### src/rtl/iq_tx_pkg.sv
package iq_tx_pkg;
  localparam int unsigned IQ_W   = 16;
  localparam int unsigned WORD_W = 2 * IQ_W;
  localparam int unsigned TS_W   = 64;

  typedef struct packed {
    logic [WORD_W-1:0] word;
    logic              last;
    logic              eob;
    logic              has_time;
    logic [TS_W-1:0]   ts;
  } tx_beat_t;
endpackage

### src/rtl/iq_word_pack.sv
module iq_word_pack
  import iq_tx_pkg::*;
(
  input  logic [IQ_W-1:0]   i_i,
  input  logic [IQ_W-1:0]   q_i,
  output logic [WORD_W-1:0] word_o
);
  localparam int unsigned LANES = 2;
  logic [LANES-1:0][IQ_W-1:0] lane;
  assign lane[0] = i_i;
  assign lane[1] = q_i;

  // lane 0 = I in low half, lane 1 = Q in high half
  for (genvar k = 0; k < LANES; k++) begin : g_lane
    assign word_o[k*IQ_W +: IQ_W] = lane[k];
  end
endmodule

### src/rtl/iq_burst_ctrl.sv
module iq_burst_ctrl
  import iq_tx_pkg::*;
#(
  parameter int unsigned PKT_LEN = 256,
  parameter int unsigned LEN_W   = 8
) (
  input  logic             clk_i,
  input  logic             rst_ni,
  input  logic             start_i,
  input  logic [LEN_W-1:0] pkts_i,
  input  logic             sched_i,
  input  logic [TS_W-1:0]  time_i,
  input  logic             take_i,
  input  logic             link_ready_i,
  input  logic             src_valid_i,
  output logic             active_o,
  output logic             last_o,
  output logic             eob_o,
  output logic             has_time_o,
  output logic [TS_W-1:0]  time_o,
  output logic             underflow_o
);
  localparam int unsigned CNT_W = (PKT_LEN > 1) ? $clog2(PKT_LEN) : 1;
  localparam logic [CNT_W-1:0] CNT_LAST = CNT_W'(PKT_LEN - 1);
  localparam logic [LEN_W-1:0] ONE_PKT  = LEN_W'(1);

  logic             active_q;
  logic [CNT_W-1:0] samp_q;
  logic [LEN_W-1:0] left_q;
  logic             first_q;
  logic             sched_q;
  logic [TS_W-1:0]  time_q;
  logic             uf_q;
  logic             open_burst;

  assign open_burst = start_i && !active_q;
  assign last_o     = (samp_q == CNT_LAST);
  assign eob_o      = (left_q == ONE_PKT);
  assign has_time_o = first_q && sched_q;
  assign time_o     = has_time_o ? time_q : '0;
  assign active_o   = active_q;
  assign underflow_o = uf_q;

  always_ff @(posedge clk_i or negedge rst_ni) begin
    if (!rst_ni) begin
      active_q <= 1'b0;
      samp_q   <= '0;
      left_q   <= '0;
      first_q  <= 1'b0;
      sched_q  <= 1'b0;
      time_q   <= '0;
    end else if (open_burst) begin
      active_q <= 1'b1;
      samp_q   <= '0;
      left_q   <= (pkts_i == '0) ? ONE_PKT : pkts_i;
      first_q  <= 1'b1;
      sched_q  <= sched_i;
      time_q   <= time_i;
    end else if (take_i) begin
      if (last_o) begin
        samp_q  <= '0;
        first_q <= 1'b0;
        if (eob_o) active_q <= 1'b0;
        else       left_q   <= left_q - ONE_PKT;
      end else begin
        samp_q <= samp_q + CNT_W'(1);
      end
    end
  end

  always_ff @(posedge clk_i or negedge rst_ni) begin
    if (!rst_ni)                                    uf_q <= 1'b0;
    else if (open_burst)                            uf_q <= 1'b0;
    else if (active_q && link_ready_i && !src_valid_i) uf_q <= 1'b1;
  end
endmodule

### src/rtl/iq_tx_stage.sv
module iq_tx_stage
  import iq_tx_pkg::*;
(
  input  logic     clk_i,
  input  logic     rst_ni,
  input  logic     load_i,
  input  tx_beat_t beat_i,
  input  logic     ready_i,
  output logic     room_o,
  output logic     valid_o,
  output tx_beat_t beat_o
);
  logic valid_q;
  assign valid_o = valid_q;
  assign room_o  = !valid_q || ready_i;

  always_ff @(posedge clk_i or negedge rst_ni) begin
    if (!rst_ni)      valid_q <= 1'b0;
    else if (load_i)  valid_q <= 1'b1;
    else if (ready_i) valid_q <= 1'b0;
  end

  always_ff @(posedge clk_i or negedge rst_ni) begin
    if (!rst_ni)     beat_o <= '0;
    else if (load_i) beat_o <= beat_i;
  end
endmodule

### src/rtl/iq_burst_packer.sv
module iq_burst_packer
  import iq_tx_pkg::*;
#(
  parameter int unsigned PKT_LEN = 256,
  parameter int unsigned LEN_W   = 8
) (
  input  logic              clk_i,
  input  logic              rst_ni,
  input  logic              in_valid_i,
  output logic              in_ready_o,
  input  logic [IQ_W-1:0]   in_i_i,
  input  logic [IQ_W-1:0]   in_q_i,
  input  logic              burst_start_i,
  input  logic [LEN_W-1:0]  burst_pkts_i,
  input  logic              sched_en_i,
  input  logic [TS_W-1:0]   sched_time_i,
  input  logic              tx_ready_i,
  output logic              tx_valid_o,
  output logic [WORD_W-1:0] tx_data_o,
  output logic              tx_last_o,
  output logic              tx_eob_o,
  output logic              tx_has_time_o,
  output logic [TS_W-1:0]   tx_time_o,
  output logic              underflow_o
);
  logic     active, room, take;
  tx_beat_t beat_in, beat_out;

  assign in_ready_o = active && room;
  assign take       = in_valid_i && in_ready_o;

  iq_word_pack i_pack (
    .i_i    (in_i_i),
    .q_i    (in_q_i),
    .word_o (beat_in.word)
  );

  iq_burst_ctrl #(.PKT_LEN(PKT_LEN), .LEN_W(LEN_W)) i_ctrl (
    .clk_i        (clk_i),
    .rst_ni       (rst_ni),
    .start_i      (burst_start_i),
    .pkts_i       (burst_pkts_i),
    .sched_i      (sched_en_i),
    .time_i       (sched_time_i),
    .take_i       (take),
    .link_ready_i (tx_ready_i),
    .src_valid_i  (in_valid_i),
    .active_o     (active),
    .last_o       (beat_in.last),
    .eob_o        (beat_in.eob),
    .has_time_o   (beat_in.has_time),
    .time_o       (beat_in.ts),
    .underflow_o  (underflow_o)
  );

  iq_tx_stage i_stage (
    .clk_i   (clk_i),
    .rst_ni  (rst_ni),
    .load_i  (take),
    .beat_i  (beat_in),
    .ready_i (tx_ready_i),
    .room_o  (room),
    .valid_o (tx_valid_o),
    .beat_o  (beat_out)
  );

  assign tx_data_o     = beat_out.word;
  assign tx_last_o     = beat_out.last;
  assign tx_eob_o      = beat_out.eob;
  assign tx_has_time_o = beat_out.has_time;
  assign tx_time_o     = beat_out.ts;
endmodule

### config.mk
export PLATFORM = sky130hd
export DESIGN_NAME = iq_burst_packer
export DESIGN_NICKNAME = d
export VERILOG_FILES = /design/src/rtl/iq_tx_pkg.sv /design/src/rtl/iq_word_pack.sv /design/src/rtl/iq_burst_ctrl.sv /design/src/rtl/iq_tx_stage.sv /design/src/rtl/iq_burst_packer.sv
export SDC_FILE = /design/constraint.sdc
export NUM_CORES = 1
export LEC_CHECK = 0
export BUFFER_PORTS_ARGS = -buffer_cell sky130_fd_sc_hd__buf_4
export CORE_ASPECT_RATIO = 1.2
export CORE_MARGIN = 4
export CORE_UTILIZATION = 30
export DETAILED_ROUTE_END_ITERATION = 10
export GPL_ROUTABILITY_DRIVEN = 0
export GPL_TIMING_DRIVEN = 0
export PLACE_DENSITY = 0.59
export SETUP_SLACK_MARGIN = 0.3
export SYNTH_ARGS = -nofsm -noshare
export SYNTH_HDL_FRONTEND = slang
export SYNTH_HIERARCHICAL = 1
export SYNTH_SLANG_ARGS = --single-unit
### constraint.sdc
create_clock -name clk_i -period 3.8 [get_ports clk_i]
set_input_delay 0.38 -clock clk_i [delete_from_list [all_inputs] [get_ports clk_i]]
set_output_delay 0.38 -clock clk_i [all_outputs]
set_load 0.005 [all_outputs]
==> results.md <==
- Total Routing Usage GR: 14.0%
- Setup Skew: 13.6 ps
- Number of flops mapped to enable cells by yosys: 0
- FFs w/ async S/R, synth: 100%
- Setup Fix Bufs, Post-CTS: 0
- Net Count, Synth: 830
- Vias in the first global route: 5979
- Initial Util: 30.8%
- Max-slew violation count: 0
- Fin crit period: 2180 ps
- Worst slew pin tran: 846 ps
- Post-synth top area cell: dfrtp_1
- H-tree depth: 4
- DIE AREA: 30800 um2
- Clk buf depth: 2
- Pwr Total: 6.35 mW
- Critical Path Fanout Max: 10
- R2r worst-path depth: 7
- CP Data Required Time: 4160 ps
- Pin count of the biggest net entering global routing: 96
- Setup violations, final: 0
- Most frequent cells in the layout: buf_4, nand2_1, dfrtp_1, mux2_4, and3_1
- Detailed placement HPWL: 15.5 mm
- Relative slew slack: 43.6%
- Port bufs: 179
- Run status: complete, no violations
- Synth top area share: 54.7%
- Cell Chain, Critical Path: nand2b_1 > and3_1 > buf_4 > and4_1 > nand2_2 > or4_2 > a31oi_1
- Top cells by area, synth: dfrtp_1, mux2_4, nand2_1
- Initial antenna violation count: 0
- Startpoint types: flip-flop
- Drc violations: 0
- Row count: 66
- Post-CTS Resized: 0
- Hold Fails Final Rpt: 0
- Most common cell after layout, fill and taps aside: buf_4
- First-pass GRT wire length: 33.5 mm
- Clock transition at path regs: 70 ps
- Area delta synth->final: 29.4%
- Worst reg2reg setup slack: 1620 ps
- Buf/Inv on CP: 1
- CP Capture Type: flip-flop
- Fmax: 459 MHz
- Tcrit/Tclk final: 57.3%
- Detailed Routing Iterations Pass 1: 4
- Die Ht: 191 um
- Final setup TNS: 0 ps
- Die X-Extent: 161 um
- Register area share after synthesis: 54.7%
- Clk_lat worst skew: 430 ps
- CTS buffer count: 17
- Mapped Cells: 717
- P per Cell Area: 584 nW/um2
- Hold Path End: i_ctrl/time_q[42]
- GR Overflow Total: 0
- Routed length per placed instance: 16.5 um
- Syn Area/Cell: 11.7 um2
- Mapped Area: 8410 um2
- Hold_sp: sched_time_i[42]
- Kind of critical path: flip-flop to flip-flop
- Routed WL: 21.5 mm
- Peak supply drop: 0.000215 V
- Maxcap violations: 0
- Critical R2R Capture: i_ctrl/left_q[4]
- Most used flip-flop cell after synthesis: dfrtp_1
- RSZ-0062 raised after global routing: no
- CP Data Arrival Time: 2530 ps
- ANT cells: 0
- Slowest CP cell: or4_2
- Slowest stage delay, CP: 630 ps
- CTS Root Buffer Type: clkbuf_16
- Final nets: 1030
- Io pins: 212
- HP Class: input port to flip-flop
- Routed vias: 5761
- Hold Crit Depth: 3
- Initial DRC Count: 307
- CTS tree: done
- Synth Register Bits: 184
- Number of warnings issued by yosys: 6
- Netlist cell types: 40
- Top Family by Delay on Critical Path: simple AND/OR/NAND/NOR gates
- Layout cells sized above 1: 39.0%
- R2r startpoint: i_stage/valid_o
- Pleak: 5.71 nW
- Core ar.: 27300 um2
- Antenna viol nets, final: 0
- CTS Sinks: 184
- Via density: 4.42
[through the flow]
stage / area [um2] / worst slack, ps / hold WS (ps) / cells / util, %
4_1_cts: 10900 / 1570 / 109 / 1304 / 39.8
2_1_floorplan: 8410 / 1800 / 84.4 / 717 / -
3_3_place_gp: 10200 / 1070 / 451 / 1270 / 37.4
6_report: 10900 / 1620 / 133 / 1304 / 39.8
5_1_grt: 10900 / 1430 / 116 / 1304 / 39.8
3_5_place_dp: 10300 / 1480 / 439 / 1271 / 37.5
[power breakdown]
part	internal (mW)	switching [mW]	leakage (nW)
clock	1.06	0.795	0.286
sequential	2.49	0.316	2.33
combinational	1.01	0.680	3.09
total	4.56	1.79	5.71
[cell type report]
| type | instances | area, um2 |
|---|---|---|
| clock buffers | 19 | 443 |
| repair buffers | 181 | 1390 |
| plain buffers | 76 | 581 |
| well taps | 374 | 468 |
| flip-flops and latches | 184 | 4600 |
| clock inverters | 13 | 169 |
| fillers | 2655 | 16500 |
| inverters | 5 | 20.0 |
| multi-input cells | 452 | 3210 |
[how the worst max path moves through the flow]
stage                          startpoint                  to  slack, ps  cells after the start
final                     i_stage/valid_o    i_ctrl/left_q[4]       1620                      7
after detailed placement       tx_ready_i    i_ctrl/left_q[4]       1480                      8
after CTS                 i_ctrl/active_o   i_ctrl/time_q[20]       1570                      5
after global routing      i_stage/valid_o    i_ctrl/left_q[4]       1430                      7
after floorplan                tx_ready_i    i_ctrl/left_q[4]       1800                      7
after global placement             rst_ni  i_stage/beat_o[89]       1070                      1
[worst reg2reg max path: stages, from the launching register on]
cell,delay (ps)
dfrtp_1,380
nand2b_1,100
and3_1,200
buf_4,180
and4_1,280
nand2_2,170
or4_2,640
a31oi_1,170
[kinds of logic (layout without fill, tap and decap cells)]
group | after synthesis | in the layout | synth area share (%)
and+or+nand+nor | 316 | 316 | 17.3
adders and majority gates | 3 | 3 | 0.446
muxes | 100 | 100 | 17.8
buffers and inverters | 81 | 294 | 7.14
AOI/OAI and AO/OA | 28 | 28 | 2.02
xor gates and xnor gates | 5 | 5 | 0.521
DFF | 184 | 184 | 54.7
[routing by layer]
metal  part of all wire, %  track usage, %
met1                    44            17.9
met2                    50            24.0
met3                   4.4            3.17
met4                   1.0            3.54
met5                     0               0
[Yosys cell counts (2+ instances only)]
cell / n
buf_12: 10
xor2_1: 5
ha_1: 3
or3_1: 4
and3_1: 67
o21ai_0: 11
nor3_1: 2
and2_1: 2
dfrtp_1: 184
a21oi_1: 4
clkbuf_1: 29
mux2_4: 99
inv_1: 4
o31ai_1: 2
nand3_1: 5
nand2_1: 200
a31oi_1: 7
nor2_1: 15
nand2b_1: 5
buf_4: 33
buf_1: 2
nor2b_1: 2
and4_1: 3
or4_1: 3
[what timing repair did]
item,CTS,global route
setup endpoints to repair,0,0
hold endpoints to repair,43,0
hold buffers,1,0
[registers in the layout, summed over array words and instances, names as in the netlist]
name,flops
i_ctrl/active_o,1
i_ctrl/first_q,1
i_ctrl/left_q,8
i_ctrl/samp_q,8
i_ctrl/sched_q,1
i_ctrl/time_q,64
i_ctrl/underflow_o,1
i_stage/beat_o,99
i_stage/valid_o,1
Note: power is estimated with default switching activity, not from simulation.
